## src/rtl/xo_pkg.sv

```systemverilog
package xo_pkg;
  localparam int REG_W   = 32;
  localparam int GRAN_LG = 6;
  localparam logic [7:0] ARM_KEY = 8'h76;

  typedef enum logic [1:0] {
    IDX_LO     = 2'd0,
    IDX_HI     = 2'd1,
    IDX_ARM    = 2'd2,
    IDX_STATUS = 2'd3
  } reg_idx_e;
endpackage

```

## src/rtl/xo_cfg_regs.sv

```systemverilog
module xo_cfg_regs
  import xo_pkg::*;
#(
  parameter int ADDR_W = 20,
  localparam int LINE_W = ADDR_W - GRAN_LG
) (
  input  logic              clk,
  input  logic              rst_n,
  input  logic              we,
  input  logic [1:0]        idx,
  input  logic [REG_W-1:0]  wdata,
  output logic [REG_W-1:0]  rdata,
  output logic [LINE_W-1:0] lo_line,
  output logic [LINE_W-1:0] hi_line,
  output logic              armed
);
  logic [LINE_W-1:0] lo_d, hi_d;
  logic              armed_d;
  logic              lo_ce, hi_ce, arm_ce;
  logic              unused_wbits;

  assign unused_wbits = ^{wdata[GRAN_LG-1:0], wdata[23:1]};

  always_comb begin
    lo_ce   = we && (idx == IDX_LO);
    hi_ce   = we && (idx == IDX_HI);
    arm_ce  = we && (idx == IDX_ARM) && (wdata[31:24] == ARM_KEY);
    lo_d    = wdata[ADDR_W-1:GRAN_LG];
    hi_d    = wdata[ADDR_W-1:GRAN_LG];
    armed_d = wdata[0];
  end

  always_ff @(posedge clk or negedge rst_n) begin
    if (!rst_n) begin
      lo_line <= '0;
      hi_line <= '0;
      armed   <= 1'b0;
    end else begin
      if (lo_ce)  lo_line <= lo_d;
      if (hi_ce)  hi_line <= hi_d;
      if (arm_ce) armed   <= armed_d;
    end
  end

  always_comb begin
    unique case (idx)
      IDX_LO:  rdata = REG_W'({lo_line, {GRAN_LG{1'b0}}});
      IDX_HI:  rdata = REG_W'({hi_line, {GRAN_LG{1'b0}}});
      IDX_ARM: rdata = REG_W'(armed);
      default: rdata = REG_W'(armed);
    endcase
  end
endmodule

```

## src/rtl/xo_window_match.sv

```systemverilog
module xo_window_match
  import xo_pkg::*;
#(
  parameter int ADDR_W = 20,
  localparam int LINE_W = ADDR_W - GRAN_LG
) (
  input  logic [ADDR_W-1:0] addr,
  input  logic [LINE_W-1:0] lo_line,
  input  logic [LINE_W-1:0] hi_line,
  output logic              hit
);
  logic [LINE_W-1:0] line;
  logic              unused_offs;

  assign unused_offs = ^addr[GRAN_LG-1:0];
  assign line        = addr[ADDR_W-1:GRAN_LG];

  always_comb begin
    hit = (line >= lo_line) && (line <= hi_line);
  end
endmodule

```

## src/rtl/xo_rsp_stage.sv

```systemverilog
module xo_rsp_stage #(
  parameter int DATA_W = 32
) (
  input  logic              clk,
  input  logic              rst_n,
  input  logic              req_valid,
  input  logic              blocked,
  input  logic [DATA_W-1:0] flash_rdata,
  output logic              rsp_valid,
  output logic              rsp_err,
  output logic [DATA_W-1:0] rsp_data
);
  logic              valid_d, err_d;
  logic [DATA_W-1:0] data_d;

  always_comb begin
    valid_d = req_valid;
    err_d   = req_valid && blocked;
    data_d  = blocked ? '0 : flash_rdata;
  end

  always_ff @(posedge clk or negedge rst_n) begin
    if (!rst_n) begin
      rsp_valid <= 1'b0;
      rsp_err   <= 1'b0;
      rsp_data  <= '0;
    end else begin
      rsp_valid <= valid_d;
      rsp_err   <= err_d;
      if (req_valid) rsp_data <= data_d;
    end
  end
endmodule

```

## src/rtl/xo_flash_filter.sv

```systemverilog
module xo_flash_filter
  import xo_pkg::*;
#(
  parameter int ADDR_W = 20,
  parameter int DATA_W = 32,
  parameter int MID_W  = 2
) (
  input  logic              clk,
  input  logic              rst_n,
  input  logic              reg_we,
  input  logic [1:0]        reg_addr,
  input  logic [31:0]       reg_wdata,
  output logic [31:0]       reg_rdata,
  input  logic              req_valid,
  input  logic [ADDR_W-1:0] req_addr,
  input  logic              req_fetch,
  input  logic [MID_W-1:0]  req_master,
  output logic              flash_en,
  output logic [ADDR_W-1:0] flash_addr,
  input  logic [DATA_W-1:0] flash_rdata,
  output logic              rsp_valid,
  output logic [DATA_W-1:0] rsp_data,
  output logic              rsp_err
);
  localparam int LINE_W = ADDR_W - GRAN_LG;

  logic [LINE_W-1:0] lo_line, hi_line;
  logic              prot_on;
  logic              win_hit;
  logic              blocked;
  logic              unused_master;

  assign unused_master = ^req_master;

  xo_cfg_regs #(.ADDR_W(ADDR_W)) u_regs (
    .clk     (clk),
    .rst_n   (rst_n),
    .we      (reg_we),
    .idx     (reg_addr),
    .wdata   (reg_wdata),
    .rdata   (reg_rdata),
    .lo_line (lo_line),
    .hi_line (hi_line),
    .armed   (prot_on)
  );

  xo_window_match #(.ADDR_W(ADDR_W)) u_match (
    .addr    (req_addr),
    .lo_line (lo_line),
    .hi_line (hi_line),
    .hit     (win_hit)
  );

  always_comb begin
    blocked    = req_valid && !req_fetch && prot_on && win_hit;
    flash_en   = req_valid && !blocked;
    flash_addr = req_addr;
  end

  xo_rsp_stage #(.DATA_W(DATA_W)) u_rsp (
    .clk         (clk),
    .rst_n       (rst_n),
    .req_valid   (req_valid),
    .blocked     (blocked),
    .flash_rdata (flash_rdata),
    .rsp_valid   (rsp_valid),
    .rsp_err     (rsp_err),
    .rsp_data    (rsp_data)
  );
endmodule

```

## config.mk

```make
export PLATFORM = sky130hd
export DESIGN_NAME = xo_flash_filter
export DESIGN_NICKNAME = d
export VERILOG_FILES = /design/src/rtl/xo_pkg.sv /design/src/rtl/xo_cfg_regs.sv /design/src/rtl/xo_window_match.sv /design/src/rtl/xo_rsp_stage.sv /design/src/rtl/xo_flash_filter.sv
export SDC_FILE = /design/constraint.sdc
export NUM_CORES = 1
export LEC_CHECK = 0
export CORE_MARGIN = 1.5
export CORE_UTILIZATION = 30
export DETAILED_ROUTE_END_ITERATION = 7
export PLACE_DENSITY_LB_ADDON = 0.1
export SLEW_MARGIN = 10
export SYNTH_ARGS = -nofsm -noshare
export SYNTH_HDL_FRONTEND = slang
export SYNTH_SLANG_ARGS = --single-unit
```

## constraint.sdc

```tcl
create_clock -name clk -period 3.5 [get_ports clk]
set_clock_uncertainty 0.05 [all_clocks]
set_input_delay 0.525 -clock clk [delete_from_list [all_inputs] [get_ports clk]]
set_output_delay 0.525 -clock clk [all_outputs]
set_load 0.01 [all_outputs]
```

==> results_dict.tcl <==
set metrics [dict create \
    area_growth_pct 41.9 \
    reg2reg_from "u_regs.hi_line[11]$_DFFE_PN0P_" \
    layout_commonest_cell "clkdlybuf4s50_1" \
    multi_input_area_mm2 0.00187 \
    cts_hold_repair.buffers 0 \
    cts_buffers 9 \
    hpwlAfterDp_um 7040 \
    row_count 41 \
    crit_path_start_kind "input pin" \
    clk_pin_slew_ns 0.05 \
    r2r_setup_slack_ns 1.23 \
    reg2reg_depth 8 \
    route.met3.wl_um 580 \
    viasPerCell 4.38 \
    root_buffer "clkbuf_16" \
    syn_area_mm2 0.00386 \
    grt_pass1_vias 2836 \
    timing.max_cap.violations 0 \
    finalNonFillerCells 655 \
    hp-class "in -> async" \
    critical_path.top_delay_family "buffers and inverters" \
    fill_cells 1268 \
    place_inst 640 \
    hold_slack_ns 0.339 \
    yosys_warnings 0 \
    die_area_mm2 0.0136 \
    final_cell_mix "clkdlybuf4s50_1, dfrtp_1, mux2i_1" \
    drt_wl_total_um 9870 \
    wl_met1_um 4710 \
    setup_tns_ns 0 \
    cp-startpoint "req_addr[9]" \
    synth-seq-area-share_pct 40.8 \
    cpPeakStageDelay_ns 0.60 \
    post-route-period-util_pct 95.5 \
    gp_congestion 0.703 \
    worst-path-stages 8 \
    top_layer "met4" \
    syn_inst 356 \
    drive_gt1_share_pct 15.9 \
    die_w_um 117 \
    outcome "finished clean" \
    ios 180 \
    end_kind "primary output" \
    antenna_found_initial 0 \
    synth-main-ff-cell "dfrtp_1" \
    cpMostUsedCell "clkdlybuf4s50_1" \
    cp.required_ns 2.92 \
    grt_max_degree 64 \
    clock_sinks 63 \
    slowest_stage "clkdlybuf4s50_1" \
    grt.overflow.total 0 \
    core_mm2 0.0126 \
    synth.avg_cell_area_um2 10.9 \
    drtIter0Drc 60 \
    synth_edf_count 0 \
    ctsLongestPathBuffers 2 \
    grtUsageTotal_pct 14.8 \
    start_util_pct 30.6 \
    ys_ff_latch 63 \
    path_cells "clkdlybuf4s50_1 -> ha_1 -> a21o_1 -> nand3_1 -> a311oi_4 -> o31ai_4 -> a21boi_1 -> clkdlybuf4s50_1" \
    yosys.area.top_type "dfrtp_1" \
    first_pass_iters 4 \
    cts_resized 0 \
    fin_nets 600 \
    antenna_cells 0 \
    final_area_mm2 0.00549 \
    crit_end "flash_en" \
    async_flop_share_pct 100 \
    crit_type "in -> out" \
    avgRoutedWirePerCell_um 15.1 \
    cts_tree "built" \
    irDropWorstVdd_mv 0.207 \
    power_density_mw_per_mm2 437 \
    grt_pass1_wl_um 15000 \
    path_buf_inv 2 \
    antenna_left 0 \
    h-tree-depth 3 \
    io_buffers 139 \
    maxSlewHeadroom_pct 43.0 \
    drc 0 \
    rsz0062_at_grt "no" \
    period_minus_slack_ns 3.34 \
    fin_util_pct 43.5 \
    synth.area.top_cells "dfrtp_1, mux2i_1, ha_1" \
    vias 2868 \
    final_hold_viol_count 0 \
    post_cts_buffers 0 \
    dpl_cell_area_mm2 0.00523 \
    drv_slew 0 \
    regArea_mm2 0.00158 \
    cp_data_arrival_time_ns 2.77 \
    tightest_slew_ns 0.856 \
    final-setup-viol-count 0 \
    wl_met2_um 4420 \
    clock.fmax_mhz 299 \
    die_y_um 117 \
    ys_types 39 \
    critPathMaxFanout 3 \
    insertion_delay_ns 0.33 \
    p_leak_nw 2.44 \
    r2r-end "u_rsp.rsp_data[24]$_DFFE_PN0P_" \
    yosysTopAreaCellShare_pct 40.8 \
]
worst min path at each step:
stage,cells after the start,slack (ns),startpoint,endpoint
floorplan,0,0.18,rst_n,u_regs.armed$_DFFE_PN0P_
global placement,1,0.47,u_regs.hi_line[4]$_DFFE_PN0P_,u_regs.hi_line[4]$_DFFE_PN0P_
detailed placement,1,0.47,u_regs.hi_line[13]$_DFFE_PN0P_,u_regs.hi_line[13]$_DFFE_PN0P_
CTS,2,0.38,rst_n,u_regs.hi_line[3]$_DFFE_PN0P_
global route,2,0.42,rst_n,u_regs.hi_line[3]$_DFFE_PN0P_
finish,2,0.34,rst_n,u_regs.hi_line[3]$_DFFE_PN0P_
per-layer routing:
| layer | track usage [%] | up-vias |
|---|---|---|
| li1 | - | 1430 |
| met1 | 20.3 | 1330 |
| met3 | 3.48 | 15 |
| met5 | 0 | - |
| met4 | 6.02 | 0 |
| met2 | 22.4 | 93 |
state kept, by name, summed over array words and instances (netlist names):
| name | cells |
|---|---|
| u_rsp.rsp_valid | 1 |
| u_regs.hi_line | 14 |
| u_rsp.rsp_err | 1 |
| u_regs.armed | 1 |
| u_rsp.rsp_data | 32 |
| u_regs.lo_line | 14 |
cells in the mapped netlist (all sizes together), types with 2 or more instances:
library cell / n
a21oi: 40
buf: 49
nand3b: 2
ha: 28
o21bai: 2
inv: 27
o21ai: 16
nor2: 17
nand4: 5
a21o: 2
clkbuf: 5
mux2i: 46
nand2: 15
dfrtp: 63
mux2: 16
and2: 2
nand3: 4
a21boi: 2
stage by stage:
stage	total power, mW	setup WS, ns
floorplan	1.32	1.19
global placement	1.61	0.157
detailed placement	1.62	0.156
CTS	2.44	0.131
global route	2.56	0.0400
finish	2.40	0.157
power by group:
part           internal, mW  switching (mW)  total (mW)
logic                 0.364           0.345       0.709
registers             0.826          0.0574       0.883
clock network         0.494           0.309       0.803
layout make-up:
| class | instances | area share (%) |
|---|---|---|
| inverter | 27 | 1.85 |
| sequential | 63 | 28.7 |
| multi-input combinational | 228 | 34.1 |
| timing repair buffer | 150 | 26.7 |
| tap | 172 | 3.92 |
| clock inverter | 1 | 0.0912 |
| clock buffer | 14 | 4.63 |
cells by family (layout without fill, tap and decap cells):
logic type | after synthesis | count (layout) | share of synthesized area (%)
flip-flops | 63 | 63 | 40.8
multiplexers | 62 | 62 | 16.6
AO/OA/AOI/OAI | 70 | 70 | 14.1
buffers and inverters | 81 | 192 | 12.6
other | 1 | 17 | 0.0970
adder cells (fa/ha/maj) | 28 | 28 | 9.06
AND/OR/NAND/NOR | 51 | 51 | 6.83
worst register-to-register path, stage by stage, from the launching register on:
cell	delay, ns
dfrtp_1	0.37
inv_1	0.06
ha_1	0.30
nand4_1	0.22
nor2_1	0.17
nand4_1	0.16
o31ai_4	0.10
buf_4	0.53
a21oi_1	0.17
Note: power is estimated with default switching activity, not from simulation.
